==> config.mk <==
export PLATFORM = sky130hd
export DESIGN_NAME = cond_exec_unit
export DESIGN_NICKNAME = d
export VERILOG_FILES = /design/src/rtl/cond_exec_pkg.sv /design/src/rtl/cond_eval.sv /design/src/rtl/flag_store.sv /design/src/rtl/req_gate.sv /design/src/rtl/cond_exec_unit.sv
export SDC_FILE = /design/constraint.sdc
export NUM_CORES = 1
export LEC_CHECK = 0
export BUFFER_PORTS_ARGS = -buffer_cell sky130_fd_sc_hd__buf_2
export CORE_AREA = 8 8 45 47
export CTS_BUF_LIST = sky130_fd_sc_hd__clkbuf_16
export DETAILED_ROUTE_END_ITERATION = 6
export DIE_AREA = 0 0 53 55
export GPL_ROUTABILITY_DRIVEN = 0
export PLACE_DENSITY = 0.63
export SYNTH_ARGS = -nofsm -noshare
export SYNTH_HDL_FRONTEND = slang
export SYNTH_SLANG_ARGS = --single-unit
export TNS_END_PERCENT = 1
==> constraint.sdc <==
create_clock -name clk -period 2.1 [get_ports clk]
set_clock_uncertainty 0.15 [all_clocks]
set_input_delay 0.21 -clock clk [delete_from_list [all_inputs] [get_ports clk]]
set_output_delay 0.21 -clock clk [all_outputs]
set_load 0.005 [all_outputs]
==> src/rtl/cond_exec_pkg.sv <==
package cond_exec_pkg;

   typedef enum logic [3:0] {
      CC_EQ = 4'd0,  CC_NE = 4'd1,  CC_CS = 4'd2,  CC_CC = 4'd3,
      CC_MI = 4'd4,  CC_PL = 4'd5,  CC_VS = 4'd6,  CC_VC = 4'd7,
      CC_HI = 4'd8,  CC_LS = 4'd9,  CC_GE = 4'd10, CC_LT = 4'd11,
      CC_GT = 4'd12, CC_LE = 4'd13, CC_AL = 4'd14, CC_NV = 4'd15
   } cond_code_e;

   // status flags, most significant first
   typedef struct packed {
      logic n;
      logic z;
      logic c;
      logic v;
   } flags_t;

endpackage

==> src/rtl/cond_eval.sv <==
module cond_eval
   import cond_exec_pkg::*;
#(
   parameter bit TOP_CODE_PASSES = 1'b1
) (
   input  logic [3:0] code,
   input  flags_t     fl,
   output logic       pass
);

   logic nv_val;
   logic n_eq_v;

   generate
      if (TOP_CODE_PASSES) begin : g_top_on
         assign nv_val = 1'b1;
      end else begin : g_top_off
         assign nv_val = 1'b0;
      end
   endgenerate

   assign n_eq_v = (fl.n == fl.v);

   always_comb begin
      unique case (cond_code_e'(code))
         CC_EQ:   pass = fl.z;
         CC_NE:   pass = !fl.z;
         CC_CS:   pass = fl.c;
         CC_CC:   pass = !fl.c;
         CC_MI:   pass = fl.n;
         CC_PL:   pass = !fl.n;
         CC_VS:   pass = fl.v;
         CC_VC:   pass = !fl.v;
         CC_HI:   pass = fl.c && !fl.z;
         CC_LS:   pass = !fl.c || fl.z;
         CC_GE:   pass = n_eq_v;
         CC_LT:   pass = !n_eq_v;
         CC_GT:   pass = !fl.z && n_eq_v;
         CC_LE:   pass = fl.z || !n_eq_v;
         CC_AL:   pass = 1'b1;
         default: pass = nv_val;
      endcase
   end

endmodule

==> src/rtl/flag_store.sv <==
module flag_store #(
   parameter int NFLAGS  = 4,
   parameter int NGROUPS = 2
) (
   input  logic               clk,
   input  logic               rst,
   input  logic               en,
   input  logic [NGROUPS-1:0] grp_wr,
   input  logic [NFLAGS-1:0]  din,
   output logic [NFLAGS-1:0]  q
);

   localparam int GW = NFLAGS / NGROUPS;

   generate
      if (NFLAGS % NGROUPS != 0) begin : g_bad_split
         $error("flag_store: NFLAGS must divide evenly into NGROUPS");
      end
   endgenerate

   genvar g;
   generate
      for (g = 0; g < NGROUPS; g++) begin : g_grp
         logic [GW-1:0] grp_q;
         always_ff @(posedge clk) begin
            if (rst)
               grp_q <= '0;
            else if (en && grp_wr[g])
               grp_q <= din[g*GW +: GW];
         end
         assign q[g*GW +: GW] = grp_q;
      end
   endgenerate

endmodule

==> src/rtl/req_gate.sv <==
module req_gate #(
   parameter int NREQ = 3
) (
   input  logic [NREQ-1:0] req,
   input  logic            pass,
   output logic [NREQ-1:0] grant
);

   genvar i;
   generate
      for (i = 0; i < NREQ; i++) begin : g_req
         assign grant[i] = req[i] & pass;
      end
   endgenerate

endmodule

==> src/rtl/cond_exec_unit.sv <==
module cond_exec_unit
   import cond_exec_pkg::*;
#(
   parameter int COND_W          = 4,
   parameter int NFLAGS          = 4,
   parameter int NGROUPS         = 2,
   parameter bit TOP_CODE_PASSES = 1'b1
) (
   input  logic       clk,
   input  logic       rst,
   input  logic [3:0] cond_i,
   input  logic [3:0] alu_flags_i,
   input  logic [1:0] flag_wr_i,
   input  logic       pc_req_i,
   input  logic       reg_req_i,
   input  logic       mem_req_i,
   output logic       pc_sel_o,
   output logic       reg_wr_o,
   output logic       mem_wr_o
);

   localparam int NREQ = 3;

   generate
      if (COND_W != 4) begin : g_bad_cond
         $error("cond_exec_unit: COND_W must be 4");
      end
      if (NFLAGS != $bits(flags_t)) begin : g_bad_flags
         $error("cond_exec_unit: NFLAGS must match flags_t");
      end
      if (NGROUPS != 2) begin : g_bad_groups
         $error("cond_exec_unit: NGROUPS must be 2");
      end
   endgenerate

   logic [NFLAGS-1:0] flags_q;
   logic              cond_pass;
   logic [NREQ-1:0]   grants;

   cond_eval #(
      .TOP_CODE_PASSES(TOP_CODE_PASSES)
   ) u_eval (
      .code (cond_i),
      .fl   (flags_t'(flags_q)),
      .pass (cond_pass)
   );

   flag_store #(
      .NFLAGS (NFLAGS),
      .NGROUPS(NGROUPS)
   ) u_flags (
      .clk   (clk),
      .rst   (rst),
      .en    (cond_pass),
      .grp_wr(flag_wr_i),
      .din   (alu_flags_i),
      .q     (flags_q)
   );

   req_gate #(
      .NREQ(NREQ)
   ) u_gate (
      .req  ({pc_req_i, reg_req_i, mem_req_i}),
      .pass (cond_pass),
      .grant(grants)
   );

   assign {pc_sel_o, reg_wr_o, mem_wr_o} = grants;

endmodule

==> results.md <==
Logic synthesis:
- The register bit total from synthesis is 4.
- A synthesized cell averages 9.09 µm².
- Among all cell types in the netlist, the one instantiated most often is sky130_fd_sc_hd__nand2b_1.
- After technology mapping, the gate count stands at 42.
- After synthesis, the cell types taking the most area are sky130_fd_sc_hd__dfxtp_1 21%, sky130_fd_sc_hd__mux2i_1 18%, sky130_fd_sc_hd__nand2b_1 13%.
- Yosys mapped the design onto 20 distinct sky130hd cell types.
- The most used flip-flop cell after synthesis is sky130_fd_sc_hd__dfxtp_1.
- The area share of the largest cell type after synthesis is 21.0%.
- Yosys printed 0 warnings.
- The largest area contributor in the synthesized netlist is sky130_fd_sc_hd__dfxtp_1.
- In the synthesized netlist, the cells that appear most often are 8 x sky130_fd_sc_hd__nand2b_1, 7 x sky130_fd_sc_hd__mux2i_1, 4 x sky130_fd_sc_hd__dfxtp_1, 4 x sky130_fd_sc_hd__nor2b_1, 3 x sky130_fd_sc_hd__xnor2_1.
- Counting flops with a built-in enable in the synthesized netlist gives 0.
- The number of nets handed over by synthesis was 57.
- The synthesized area is 382 µm².
- In the synthesized netlist the async set-or-reset flop fraction comes to 0%.
- The share of the yosys chip area belonging to registers is 21.0%.

Clock tree:
- No sink is reached through more buffers than the 2 on the longest clock path.
- CTS placed an instance of sky130_fd_sc_hd__clkbuf_16 at the clock tree root.
- CTS built an H-tree with a depth of 1.
- CTS saw 4 sinks.
- For the worst-skew pair, the clock arrives at the later sink with an insertion delay of 0.22 ns.
- The CTS tree is done.
- Once the clock tree was built, the resizer swapped 0 gates to a different size.
- Clock tree synthesis inserted a total of 3 buffers.
- The clock slew seen by the registers of the worst setup and hold paths is 0.03 ns.

Detailed routing:
- For this block, the routed nets add up to 916 µm of wire.
- The post-route antenna net violation count is 0.
- The via-per-instance ratio is 4.68.
- For this run, the detailed router's first-pass iteration total came to 1.
- The wire length the detailed router placed on met1 is 374 µm.
- In the routed design, unresolved DRC markers number 0.
- In the final routed layout, each cell accounts on average for 11.5 µm.
- The via count is 374.
- The length of routed met3 wiring is 69 µm.
- The topmost layer with routed signal wires is met3.
- The number of violations reported at the end of detailed-routing iteration 0 is 0.
- The total length of routed met2 wires is 473 µm.

Outcome:
- The flow ran to the end, and the final reports show no timing, DRC or antenna violations.

STA:
- The maximum clock frequency is 0.507 GHz.
- The accumulated negative setup slack is 0 ns.
- The final count of pins violating max slew was 0.
- For the finished layout, the period the worst path requires is 1.97 ns.
- Setup repair after global routing left no endpoint under its margin.
- The hold violation count in the final report was 0.
- The headroom to the max-slew limit is 86.6%.
- Setup violations remaining at the end of the flow were counted as 0.
- Dividing the final minimum period by the clock period gives 94.0%.
- The slew at the pin closest to its max-slew limit is 0.195 ns.

Floorplanning:
- The chip height is 55 µm.
- The initial utilization of the core area, before any placement, comes to 27.6%.
- The die span in x is 53 µm.
- The placeable core area is 0.00138 mm².
- The floorplan step defined a die boundary enclosing 0.00292 mm².
- Row generation in the floorplan step produced 14 rows.
- 18 I/O pins were placed.

Global route:
- The total congestion overflow after global routing is 0.
- The number of global-route vias before repair came to 361.
- Global routing used 6.49% of the available tracks.
- The global-route wire length before repair is 1.39 mm.
- The number of antenna violations at the first check in global routing was 0.
- Entering global routing, the biggest net connects 10 pins.

Power and ir drop:
- IR analysis of the VDD net gives a maximum drop of 0.460 mV.
- In this run the static leakage power is 0.259 nW.
- The portion of total power attributed to combinational logic is 18.8%.
- Internal power comes to 0.376 mW.
- The sequential share of power is 18.7%.
- Per report_power, the clock group accounts for 62.5% of the total.
- Of the total power, the share spent switching nets is 20.4%.
- The analysis attributes to net switching a power of 0.0962 mW.
- For this design the ratio of total power to cell area is 819 mW/mm².

Setup path:
- The worst setup path is of the reg -> out kind.
- The kind of start point of the critical path is a flip-flop.
- STA puts the critical path data arrival time at 1.61 ns.
- Data on the critical path is required at its endpoint by 1.74 ns.
- The worst register-to-register path begins at u_flags.g_grp[1].grp_q[0].
- The kind of end point of the critical path is a primary output.
- The maximum fanout along the worst path is 5.
- The most critical setup path has its startpoint at u_flags.g_grp[0].grp_q[0].

Cells and area:
- The largest registers in the layout are u_flags.g_grp.grp_q (4).
- In the final layout, flip-flops and latches occupy 80.1 µm².
- The total area of multi-input combinational cells is 298 µm².
- The post-route cell area is 577 µm².
- In the final layout, the share of cells above drive strength 1 is 43.8%.
- The final-stage net count is 81.
- The antenna diode count is 0.
- The register with the most flip-flops in the layout has 4 of them.
- The fill cell instance count of the final layout is 137.
- Ranked by flip-flop count, first place goes to u_flags.g_grp.grp_q.
- From synthesis to final layout, the design area changed by 51.1%.

Flow run:
- The number of maximum-capacitance violations is 0.

Min path:
- The startpoint identified for the worst hold timing path is alu_flags_i[2].
- The min-delay analysis places its worst path in the category in -> reg.

Placement:
- The count of buffers added on input and output ports is 17.
- The placed cell area is 494 µm².
[kinds of logic after synthesis]
group / count (synthesis) / share of synthesized area [%]
AOI/OAI and AO/OA: 6 / 15.4
xor gates and xnor gates: 4 / 9.18
buffers and inverters: 1 / 0.983
DFF: 4 / 21.0
muxes: 7 / 18.4
and+or+nand+nor: 20 / 35.1
[cell type report]
cell class / instances / area share, %
Timing Repair Buffer: 19 / 17.4
Inverter: 1 / 0.651
Tap cell: 16 / 3.47
Sequential cell: 4 / 13.9
Multi-Input combinational cell: 37 / 51.6
Clock buffer: 3 / 13.0
[routing by layer]
layer	global-route usage (%)	vias up
met5	0	-
met4	2.59	0
met3	3.48	0
met2	11.1	10
met1	6.51	165
li1	-	199
[layout by cell type, fill, tap and decap left out]
cell type,Yosys,layout
sky130_fd_sc_hd__a221oi_2,1,1
sky130_fd_sc_hd__inv_2,1,1
sky130_fd_sc_hd__and3_2,1,1
sky130_fd_sc_hd__nor2b_1,4,4
sky130_fd_sc_hd__nand4bb_1,1,1
sky130_fd_sc_hd__and2_2,1,1
sky130_fd_sc_hd__nand4b_1,1,1
sky130_fd_sc_hd__buf_4,0,2
sky130_fd_sc_hd__a21boi_2,2,2
sky130_fd_sc_hd__nor3b_1,1,1
sky130_fd_sc_hd__xnor2_1,3,3
sky130_fd_sc_hd__xor2_1,1,1
sky130_fd_sc_hd__nand2_1,1,1
sky130_fd_sc_hd__and3b_1,1,1
sky130_fd_sc_hd__clkbuf_16,0,3
sky130_fd_sc_hd__o31a_1,1,1
sky130_fd_sc_hd__o21ai_0,1,1
sky130_fd_sc_hd__a22oi_1,1,1
sky130_fd_sc_hd__buf_2,0,17
sky130_fd_sc_hd__nor2_1,1,1
sky130_fd_sc_hd__nand2b_1,8,8
sky130_fd_sc_hd__mux2i_1,7,7
sky130_fd_sc_hd__dfxtp_1,4,4
[through the flow]
step	setup WS (ns)	utilization (%)	hold WS, ns	instances	total power [mW]
global placement	0.245	35.7	0.324	76	0.174
floorplan	0.395	-	0.215	42	0.142
global route	0.00914	41.7	0.110	80	0.497
finish	0.126	41.7	0.0986	80	0.472
detailed placement	0.225	35.7	0.328	76	0.175
CTS	0.117	41.7	0.0975	80	0.481
[worst paths after layout]
path                                                   to  slack [ns]  cells past startpoint
worst max-delay path                             mem_wr_o        0.13                      6
worst min-delay path            u_flags.g_grp[1].grp_q[0]         0.1                      3
worst max register to register  u_flags.g_grp[0].grp_q[0]        0.45                      6
worst min register to register  u_flags.g_grp[0].grp_q[1]        0.36                      2
[what timing repair did]
action                     CTS  global route
setup endpoints to repair    3             0
hold buffers                 0             0
buffers inserted             1             0
[worst max-delay path, cell delays in order (launching register included)]
cell and delay, ns:
sky130_fd_sc_hd__dfxtp_1 0.35, sky130_fd_sc_hd__xor2_1 0.18, sky130_fd_sc_hd__o31a_1 0.25, sky130_fd_sc_hd__a221oi_2 0.26, sky130_fd_sc_hd__and2_2 0.20, sky130_fd_sc_hd__nor2b_1 0.04
sky130_fd_sc_hd__buf_2 0.12
[power by group through the flow]
| stage | logic, mW | registers [mW] | clock network [mW] |
|---|---|---|---|
| 6_report | 0.0886 | 0.0885 | 0.295 |
| 5_1_grt | 0.0976 | 0.0895 | 0.310 |
| 4_1_cts | 0.0897 | 0.0885 | 0.303 |
| 3_5_place_dp | 0.0858 | 0.0893 | 0 |
| 3_3_place_gp | 0.0850 | 0.0894 | 0 |
| 2_1_floorplan | 0.0543 | 0.0878 | 0 |
No activity file was read; power rests on OpenSTA's default activity.
